[src/rtl/dma_dir_pkg.sv]
package dma_dir_pkg;

  typedef enum logic [2:0] {
    TX_FREE    = 3'd0,
    TX_RD_MEM  = 3'd1,
    TX_WR_MEM  = 3'd2,
    TX_RECALL  = 3'd3,
    TX_WB_WAIT = 3'd4
  } txn_state_e;

  // A slot in one of these states still owes a response to an engine.
  function automatic logic holds_requestor(input txn_state_e s);
    return (s == TX_RD_MEM) || (s == TX_WR_MEM) || (s == TX_RECALL);
  endfunction

  // A slot in one of these states expects the next memory answer.
  function automatic logic awaits_memory(input txn_state_e s);
    return (s == TX_RD_MEM) || (s == TX_WR_MEM) || (s == TX_WB_WAIT);
  endfunction

  function automatic txn_state_e open_state(input logic is_write, input logic line_modified);
    if (is_write) return TX_WR_MEM;
    if (line_modified) return TX_RECALL;
    return TX_RD_MEM;
  endfunction

  // Whether the queue the request needs is free; a write to a modified line is never taken.
  function automatic logic req_admissible(input logic is_write, input logic line_modified,
                                          input logic memq_free, input logic invq_free);
    if (is_write && line_modified) return 1'b0;
    if (line_modified) return invq_free;
    return memq_free;
  endfunction

endpackage

[src/rtl/dma_dir_txn_entry.sv]
module dma_dir_txn_entry
  import dma_dir_pkg::*;
#(
  parameter int unsigned ADDR_W = 16,
  parameter int unsigned ID_W   = 3
) (
  input  logic              clk,
  input  logic              rst_n,
  input  logic              alloc_i,
  input  logic              alloc_write_i,
  input  logic              alloc_modified_i,
  input  logic [ADDR_W-1:0] alloc_addr_i,
  input  logic [ID_W-1:0]   alloc_engine_i,
  input  logic [ADDR_W-1:0] req_addr_i,
  input  logic [ADDR_W-1:0] mem_addr_i,
  input  logic [ADDR_W-1:0] own_addr_i,
  input  logic              mem_done_i,
  input  logic              own_done_i,
  output logic              busy_o,
  output logic              req_hit_o,
  output logic              mem_hit_o,
  output logic              own_hit_o,
  output txn_state_e        state_o,
  output logic [ID_W-1:0]   engine_o
);

  txn_state_e        state_q;
  logic [ADDR_W-1:0] addr_q;
  logic [ID_W-1:0]   engine_q;

  always_ff @(posedge clk) begin
    if (!rst_n) begin
      state_q  <= TX_FREE;
      addr_q   <= '0;
      engine_q <= '0;
    end else if (alloc_i) begin
      state_q  <= open_state(alloc_write_i, alloc_modified_i);
      addr_q   <= alloc_addr_i;
      engine_q <= alloc_engine_i;
    end else if (mem_done_i) begin
      state_q <= TX_FREE;
    end else if (own_done_i) begin
      state_q <= TX_WB_WAIT;
    end
  end

  always_comb begin
    busy_o    = (state_q != TX_FREE);
    req_hit_o = busy_o && (addr_q == req_addr_i);
    mem_hit_o = awaits_memory(state_q) && (addr_q == mem_addr_i);
    own_hit_o = (state_q == TX_RECALL) && (addr_q == own_addr_i);
    state_o   = state_q;
    engine_o  = engine_q;
  end

  AST_ALLOC_ONLY_FREE: assert property (@(posedge clk) disable iff (!rst_n)
    alloc_i |-> (state_q == TX_FREE));
  AST_OWN_DONE_IN_RECALL: assert property (@(posedge clk) disable iff (!rst_n)
    own_done_i |=> (state_q == TX_WB_WAIT));
  AST_WB_ACK_FREES: assert property (@(posedge clk) disable iff (!rst_n)
    (mem_done_i && state_q == TX_WB_WAIT) |=> (state_q == TX_FREE));

endmodule

[src/rtl/dma_dir_slot_pick.sv]
module dma_dir_slot_pick #(
  parameter int unsigned SLOTS = 4
) (
  input  logic [SLOTS-1:0] busy_i,
  output logic [SLOTS-1:0] grant_o,
  output logic             any_free_o
);

  always_comb begin
    grant_o    = '0;
    any_free_o = 1'b0;
    for (int i = 0; i < SLOTS; i++) begin
      if (!busy_i[i] && !any_free_o) begin
        grant_o[i] = 1'b1;
        any_free_o = 1'b1;
      end
    end
  end

endmodule

[src/rtl/dma_dir_hold_slot.sv]
module dma_dir_hold_slot #(
  parameter int unsigned WIDTH = 8
) (
  input  logic             clk,
  input  logic             rst_n,
  input  logic             load_i,
  input  logic [WIDTH-1:0] data_i,
  input  logic             ready_i,
  output logic             valid_o,
  output logic [WIDTH-1:0] data_o
);

  logic             valid_q;
  logic [WIDTH-1:0] data_q;

  always_ff @(posedge clk) begin
    if (!rst_n) begin
      valid_q <= 1'b0;
      data_q  <= '0;
    end else if (load_i) begin
      valid_q <= 1'b1;
      data_q  <= data_i;
    end else if (ready_i) begin
      valid_q <= 1'b0;
    end
  end

  assign valid_o = valid_q;
  assign data_o  = data_q;

  AST_HOLD_STABLE: assert property (@(posedge clk) disable iff (!rst_n)
    (valid_q && !ready_i) |=> (valid_q && $stable(data_q)));
  AST_LOAD_ONLY_EMPTY: assert property (@(posedge clk) disable iff (!rst_n)
    load_i |-> !valid_q);

endmodule

[src/rtl/dma_dir_handler.sv]
module dma_dir_handler
  import dma_dir_pkg::*;
#(
  parameter int unsigned ADDR_W      = 16,
  parameter int unsigned ID_W        = 3,
  parameter int unsigned BLOCK_BYTES = 8,
  parameter int unsigned NUM_TXN     = 4,
  localparam int unsigned DATA_W     = BLOCK_BYTES * 8,
  localparam int unsigned LEN_W      = $clog2(BLOCK_BYTES) + 1
) (
  input  logic              clk,
  input  logic              rst_n,
  input  logic              req_valid,
  output logic              req_ready,
  input  logic              req_write,
  input  logic              req_line_modified,
  input  logic [ADDR_W-1:0] req_addr,
  input  logic [ID_W-1:0]   req_engine,
  input  logic [DATA_W-1:0] req_data,
  input  logic [LEN_W-1:0]  req_len,
  output logic              mem_req_valid,
  input  logic              mem_req_ready,
  output logic              mem_req_write,
  output logic [ADDR_W-1:0] mem_req_addr,
  output logic [DATA_W-1:0] mem_req_data,
  output logic [LEN_W-1:0]  mem_req_len,
  input  logic              mem_rsp_valid,
  output logic              mem_rsp_ready,
  input  logic              mem_rsp_is_ack,
  input  logic [ADDR_W-1:0] mem_rsp_addr,
  input  logic [DATA_W-1:0] mem_rsp_data,
  output logic              inv_valid,
  input  logic              inv_ready,
  output logic [ADDR_W-1:0] inv_addr,
  input  logic              own_valid,
  output logic              own_ready,
  input  logic [ADDR_W-1:0] own_addr,
  input  logic [DATA_W-1:0] own_data,
  output logic              rsp_valid,
  input  logic              rsp_ready,
  output logic              rsp_is_ack,
  output logic [ADDR_W-1:0] rsp_addr,
  output logic [ID_W-1:0]   rsp_engine,
  output logic [DATA_W-1:0] rsp_data,
  output logic              wake_valid,
  output logic [ADDR_W-1:0] wake_addr
);

  localparam logic [LEN_W-1:0] FULL_LEN = LEN_W'(BLOCK_BYTES);

  typedef struct packed {
    logic              write;
    logic [ADDR_W-1:0] addr;
    logic [DATA_W-1:0] data;
    logic [LEN_W-1:0]  len;
  } memq_t;

  typedef struct packed {
    logic              is_ack;
    logic [ADDR_W-1:0] addr;
    logic [ID_W-1:0]   engine;
    logic [DATA_W-1:0] data;
  } rsp_t;

  // ---------------- per-slot wires ----------------
  logic [NUM_TXN-1:0] busy_w, req_hit_w, mem_hit_w, own_hit_w, requestor_w;
  logic [NUM_TXN-1:0] grant_w, alloc_w, mem_done_w, own_done_w;
  txn_state_e         state_w  [NUM_TXN];
  logic [ID_W-1:0]    engine_w [NUM_TXN];
  logic               any_free_w;

  // ---------------- named events ----------------
  logic memq_full_w, invq_full_w, rsp_full_w;
  logic mem_fire, own_fire, req_fire, memq_free_for_req;
  logic rsp_load, memq_load, inv_load;
  txn_state_e mem_sel_state;
  logic [ID_W-1:0] mem_sel_engine, own_sel_engine;
  memq_t memq_d, memq_q;
  rsp_t  rsp_d, rsp_q;
  logic  wake_valid_q;
  logic [ADDR_W-1:0] wake_addr_q;

  // ---------------- handshakes ----------------
  assign mem_rsp_ready     = !rsp_full_w;
  assign mem_fire          = mem_rsp_valid && mem_rsp_ready;
  assign own_ready         = !rsp_full_w && !memq_full_w && !mem_rsp_valid;
  assign own_fire          = own_valid && own_ready;
  assign memq_free_for_req = !memq_full_w && !own_fire;
  assign req_ready         = any_free_w && !(|req_hit_w) &&
                             req_admissible(req_write, req_line_modified,
                                            memq_free_for_req, !invq_full_w);
  assign req_fire          = req_valid && req_ready;

  assign alloc_w    = grant_w & {NUM_TXN{req_fire}};
  assign mem_done_w = mem_hit_w & {NUM_TXN{mem_fire}};
  assign own_done_w = own_hit_w & {NUM_TXN{own_fire}};

  // ---------------- transaction slots ----------------
  dma_dir_slot_pick #(.SLOTS(NUM_TXN)) i_pick (
    .busy_i     (busy_w),
    .grant_o    (grant_w),
    .any_free_o (any_free_w)
  );

  for (genvar g = 0; g < NUM_TXN; g++) begin : g_txn
    dma_dir_txn_entry #(.ADDR_W(ADDR_W), .ID_W(ID_W)) i_entry (
      .clk              (clk),
      .rst_n            (rst_n),
      .alloc_i          (alloc_w[g]),
      .alloc_write_i    (req_write),
      .alloc_modified_i (req_line_modified),
      .alloc_addr_i     (req_addr),
      .alloc_engine_i   (req_engine),
      .req_addr_i       (req_addr),
      .mem_addr_i       (mem_rsp_addr),
      .own_addr_i       (own_addr),
      .mem_done_i       (mem_done_w[g]),
      .own_done_i       (own_done_w[g]),
      .busy_o           (busy_w[g]),
      .req_hit_o        (req_hit_w[g]),
      .mem_hit_o        (mem_hit_w[g]),
      .own_hit_o        (own_hit_w[g]),
      .state_o          (state_w[g]),
      .engine_o         (engine_w[g])
    );
    assign requestor_w[g] = holds_requestor(state_w[g]);
  end

  // ---------------- selection of the answering slot ----------------
  always_comb begin
    mem_sel_state  = TX_FREE;
    mem_sel_engine = '0;
    own_sel_engine = '0;
    for (int i = 0; i < NUM_TXN; i++) begin
      if (mem_hit_w[i]) begin
        mem_sel_state  = state_w[i];
        mem_sel_engine = engine_w[i];
      end
      if (own_hit_w[i]) own_sel_engine = engine_w[i];
    end
  end

  // ---------------- response formation ----------------
  always_comb begin
    rsp_load = (mem_fire && holds_requestor(mem_sel_state)) || own_fire;
    if (mem_fire) begin
      rsp_d.is_ack = (mem_sel_state == TX_WR_MEM);
      rsp_d.addr   = mem_rsp_addr;
      rsp_d.engine = mem_sel_engine;
      rsp_d.data   = (mem_sel_state == TX_WR_MEM) ? '0 : mem_rsp_data;
    end else begin
      rsp_d.is_ack = 1'b0;
      rsp_d.addr   = own_addr;
      rsp_d.engine = own_sel_engine;
      rsp_d.data   = own_data;
    end
  end

  // ---------------- memory request formation ----------------
  always_comb begin
    memq_load = own_fire || (req_fire && !req_line_modified);
    inv_load  = req_fire && req_line_modified;
    if (own_fire) begin
      memq_d.write = 1'b1;
      memq_d.addr  = own_addr;
      memq_d.data  = own_data;
      memq_d.len   = FULL_LEN;
    end else begin
      memq_d.write = req_write;
      memq_d.addr  = req_addr;
      memq_d.data  = req_write ? req_data : '0;
      memq_d.len   = req_write ? req_len : FULL_LEN;
    end
  end

  dma_dir_hold_slot #(.WIDTH($bits(memq_t))) i_memq (
    .clk (clk), .rst_n (rst_n), .load_i (memq_load), .data_i (memq_d),
    .ready_i (mem_req_ready), .valid_o (memq_full_w), .data_o (memq_q)
  );

  logic [ADDR_W-1:0] inv_q;
  dma_dir_hold_slot #(.WIDTH(ADDR_W)) i_invq (
    .clk (clk), .rst_n (rst_n), .load_i (inv_load), .data_i (req_addr),
    .ready_i (inv_ready), .valid_o (invq_full_w), .data_o (inv_q)
  );

  dma_dir_hold_slot #(.WIDTH($bits(rsp_t))) i_rspq (
    .clk (clk), .rst_n (rst_n), .load_i (rsp_load), .data_i (rsp_d),
    .ready_i (rsp_ready), .valid_o (rsp_full_w), .data_o (rsp_q)
  );

  // ---------------- wake announcement ----------------
  always_ff @(posedge clk) begin
    if (!rst_n) begin
      wake_valid_q <= 1'b0;
      wake_addr_q  <= '0;
    end else begin
      wake_valid_q <= |mem_done_w;
      wake_addr_q  <= mem_rsp_addr;
    end
  end

  assign mem_req_valid = memq_full_w;
  assign mem_req_write = memq_q.write;
  assign mem_req_addr  = memq_q.addr;
  assign mem_req_data  = memq_q.data;
  assign mem_req_len   = memq_q.len;
  assign inv_valid     = invq_full_w;
  assign inv_addr      = inv_q;
  assign rsp_valid     = rsp_full_w;
  assign rsp_is_ack    = rsp_q.is_ack;
  assign rsp_addr      = rsp_q.addr;
  assign rsp_engine    = rsp_q.engine;
  assign rsp_data      = rsp_q.data;
  assign wake_valid    = wake_valid_q;
  assign wake_addr     = wake_addr_q;

  // ---------------- assertions ----------------
  AST_ONE_SLOT_PER_LINE: assert property (@(posedge clk) disable iff (!rst_n)
    $onehot0(req_hit_w) && $onehot0(mem_hit_w));
  AST_NO_MODIFIED_WRITE: assert property (@(posedge clk) disable iff (!rst_n)
    req_fire |-> !(req_write && req_line_modified));
  AST_MEM_RSP_HAS_TXN: assert property (@(posedge clk) disable iff (!rst_n)
    mem_fire |-> (|mem_hit_w));
  AST_OWN_DATA_HAS_TXN: assert property (@(posedge clk) disable iff (!rst_n)
    own_fire |-> (|own_hit_w));
  AST_RSP_NEEDS_TXN: assert property (@(posedge clk) disable iff (!rst_n)
    rsp_load |-> (|((mem_hit_w | own_hit_w) & requestor_w)));
  AST_READ_GETS_DATA: assert property (@(posedge clk) disable iff (!rst_n)
    (mem_fire && mem_sel_state == TX_RD_MEM) |-> !mem_rsp_is_ack);
  AST_WRITE_GETS_ACK: assert property (@(posedge clk) disable iff (!rst_n)
    (mem_fire && mem_sel_state == TX_WR_MEM) |-> mem_rsp_is_ack);
  AST_WAKE_AFTER_MEM: assert property (@(posedge clk) disable iff (!rst_n)
    wake_valid_q |-> $past(mem_fire));

endmodule

[config.mk]
export PLATFORM = sky130hd
export DESIGN_NAME = dma_dir_handler
export DESIGN_NICKNAME = d
export VERILOG_FILES = /design/src/rtl/dma_dir_pkg.sv /design/src/rtl/dma_dir_txn_entry.sv /design/src/rtl/dma_dir_slot_pick.sv /design/src/rtl/dma_dir_hold_slot.sv /design/src/rtl/dma_dir_handler.sv
export SDC_FILE = /design/constraint.sdc
export NUM_CORES = 1
export LEC_CHECK = 0
export CORE_MARGIN = 4
export CORE_UTILIZATION = 50
export CTS_BUF_LIST = sky130_fd_sc_hd__clkbuf_8
export DETAILED_ROUTE_END_ITERATION = 12
export DONT_BUFFER_PORTS = 1
export GPL_ROUTABILITY_DRIVEN = 0
export PLACE_DENSITY = 0.68
export SKIP_LAST_GASP = 1
export SLEW_MARGIN = 5
export SYNTH_ARGS = -nofsm -noshare
export SYNTH_HDL_FRONTEND = slang
export SYNTH_SLANG_ARGS = --single-unit
[constraint.sdc]
create_clock -name clk -period 3.19 [get_ports clk]
set_input_delay 0.638 -clock clk [delete_from_list [all_inputs] [get_ports clk]]
set_output_delay 0.638 -clock clk [all_outputs]
set_load 0.005 [all_outputs]
==> out/metrics.cfg <==
[routing]
wl_um=56500
first_iter_violations=1352
vias=13700
avgViaCountPerCell=6.61
dr.pass1.iters=6
drc=0
ant_nets=0
wl_per_cell_um=27.2

[placement]
post-place-ws_ns=-0.333
dp.cells=1973
post_dp_cell_area_mm2=0.0154
port_buffers=0
hpwl_um=39900

[critical_path]
reg2reg_from=g_txn[2].i_entry.addr_q[7]
cp_slowest_cell=or4_4
crit_chain=xor2_2 > or4_4 > or4_4 > a2111oi_4 > a311oi_2 > buf_4 > or4_4 > clkbuf_16 > a21oi_2 > a311oi_1
worstPathRequired_ns=3.59
max_stage_delay_ns=0.58
ff2ff_setup_slack_ns=0.004
path_delay_family=simple AND/OR/NAND/NOR gates
path_buf_inv=2
crit_path_end_kind=flop
r2r_cells=10
critical_path.startpoint_type=flop
cpMostUsedCell=or4_4
path_max_fanout=9
worst_r2r_endpoint=i_rspq.data_o[74]
critPathArrivalTime_ns=3.59
crit_type=flop to flop

[sta]
hold_viol=0
worst_pin_slew_ns=0.899
setup_viol=0
min_period_ns=3.19
slew_headroom=0.401
tns_ns=0
fmax_mhz=314
skew_ns=0.0276
whs_ns=0.188
rsz0062_at_grt=yes
min_period_over_period=0.999
slew_violations=0
setup_slack_ns=0.00422

[final_layout]
multiInputGateArea_mm2=0.00845
final_nets=1910
final_util=0.582
area_growth_pct=13.7
n_fill_cell=2516
seq_area_mm2=0.00587
fin_cells=2074
drive_gt1_frac=0.156
postLayoutCellArea_mm2=0.0168

[yosys]
synth_cell_type_count=54
synth_largest_area_cell=dfxtp_1
ys_seq_elements=293
syn_nets=1962
synth_cells=1704
synth_edf_count=0
synthArstFlopShare=0
yosys-top-cells-area=dfxtp_1 (40%), mux2i_1 (6.4%), xor2_1 (6.3%)
yosysWarnings=0
synth_most_common_cell=dfxtp_1
synth-main-ff-cell=dfxtp_1
synth_common_cells=dfxtp_1 (293), a21oi_1 (142), nor2_1 (138)
synth_seq_area_share=0.396
synth_area_mm2=0.0148
avgSynthCellArea_um2=8.69
synth_top_area_frac=0.396

[floorplan]
initial_utilization=0.512
ios=466
die_x_um=180
core_mm2=0.0289
dieArea_mm2=0.0324
rows=62
die_h_um=180

[hold_path]
hold_start=mem_rsp_addr[3]
worstHoldPathCells=1
holdPathEnd=wake_addr[3]
hold_class=input pin to flop

[clock_tree]
path_clk_slew_ns=0.06
clockBufferDepth=3
cts_made_buffers=50
numClockSinks=293
postCtsHoldBufs=0
clkLatencyLatePin_ns=0.57
root_buffer=clkbuf_8
cts_tree=built
h-tree-depth=2

[power]
ir_drop_mv=0.444
pwr_density_cell_mw_per_mm2=526
power_mw=8.87
p_leak_nw=6.53

[status]
outcome=finished clean

[flow_run]
maxCapViolCount=0

[global_routing]
grt_max_degree=80
grt_usage=0.321
grt_pass1_wl_um=82900
antenna_found_initial=0
grt_overflow=0
grt_pass1_vias=12900

-- layer usage --
metal,wire length (um),GRT usage,up-vias
met5,0,0,-
met2,26900,0.537,836
li1,-,-,6009
met3,5710,0.0840,213
met1,20800,0.387,6656
met4,3100,0.149,0
-- cell families (layout without fill, tap and decap cells) --
family          count (synthesis)  count (layout)  share of synthesized area
mux                            94              94                     0.0635
flops                         293             293                      0.396
buf+inv                       193             176                     0.0603
simple gates                  558             560                      0.185
compound gates                368             368                      0.178
xor+xnor                      198             198                      0.117
other cells                     0               1                          0
-- cell usage in the layout (no fill, tap or decap), drive strengths merged, types with 32 or more instances in the layout --
cell type	Yosys	final
nand2	116	116
xnor2	91	91
dfxtp	293	293
and3	67	67
buf	52	74
nor3	117	117
mux2i	94	94
nor2	138	138
a21oi	153	153
a211oi	67	67
nor4	32	32
clkbuf	133	68
a221o	66	66
xor2	107	107
-- flip-flops by register name, summed over array words and instances (netlist names) --
signal,count
i_memq.valid_o,1
wake_valid,1
i_rspq.valid_o,1
g_txn.i_entry.engine_o,12
i_rspq.data_o,84
wake_addr,16
i_invq.valid_o,1
i_memq.data_o,85
g_txn.i_entry.addr_q,64
i_invq.data_o,16
g_txn.i_entry.state_o,12
-- final cells by class --
class | count | share of cell area
multi-input combinational | 1220 | 0.502
sequential | 293 | 0.349
timing repair buffer | 79 | 0.0537
clock buffer | 63 | 0.0515
tap | 384 | 0.0285
clock inverter | 26 | 0.0138
inverter | 8 | 0.00208
antenna | 1 | 0.000149
-- worst max-delay path by stage --
| stage | endpoint | slack [ns] | start | cells after the start |
|---|---|---|---|---|
| floorplan | i_rspq.data_o[49] | -0.16 | mem_rsp_addr[5] | 11 |
| global placement | i_rspq.data_o[79] | -0.27 | mem_rsp_addr[5] | 9 |
| detailed placement | i_rspq.data_o[80] | -0.33 | mem_rsp_addr[5] | 9 |
| CTS | i_rspq.data_o[80] | 0.007 | g_txn[2].i_entry.addr_q[5] | 9 |
| global route | i_rspq.data_o[68] | -0.06 | g_txn[2].i_entry.addr_q[7] | 10 |
| finish | i_rspq.data_o[74] | 0.004 | g_txn[2].i_entry.addr_q[7] | 10 |
-- repair_timing --
| action | 4_1_cts | 5_1_grt |
|---|---|---|
| pin swaps | 1 | 7 |
| gates resized for setup | 1 | 30 |
| gates cloned | 0 | 9 |
| setup endpoints to repair | 35 | 70 |
| setup buffers | 0 | 2 |
-- power breakdown --
| part | leakage [nW] | total, mW | switching [mW] | internal [mW] |
|---|---|---|---|---|
| sequential | 2.39 | 4.07 | 0.219 | 3.86 |
| combinational | 3.51 | 1.09 | 0.606 | 0.487 |
| clock | 0.631 | 3.70 | 1.53 | 2.17 |
| total | 6.53 | 8.87 | 2.36 | 6.51 |
-- worst register-to-register path, delay by kind of cell (launching register included) --
family / cells / cell delay, ns
AO/OA/AOI/OAI: 4 / 0.49
XOR/XNOR: 1 / 0.14
buffers and inverters: 2 / 0.38
flip-flops: 1 / 0.36
AND/OR/NAND/NOR: 3 / 1.65
Power figures use the tool's default switching activity.
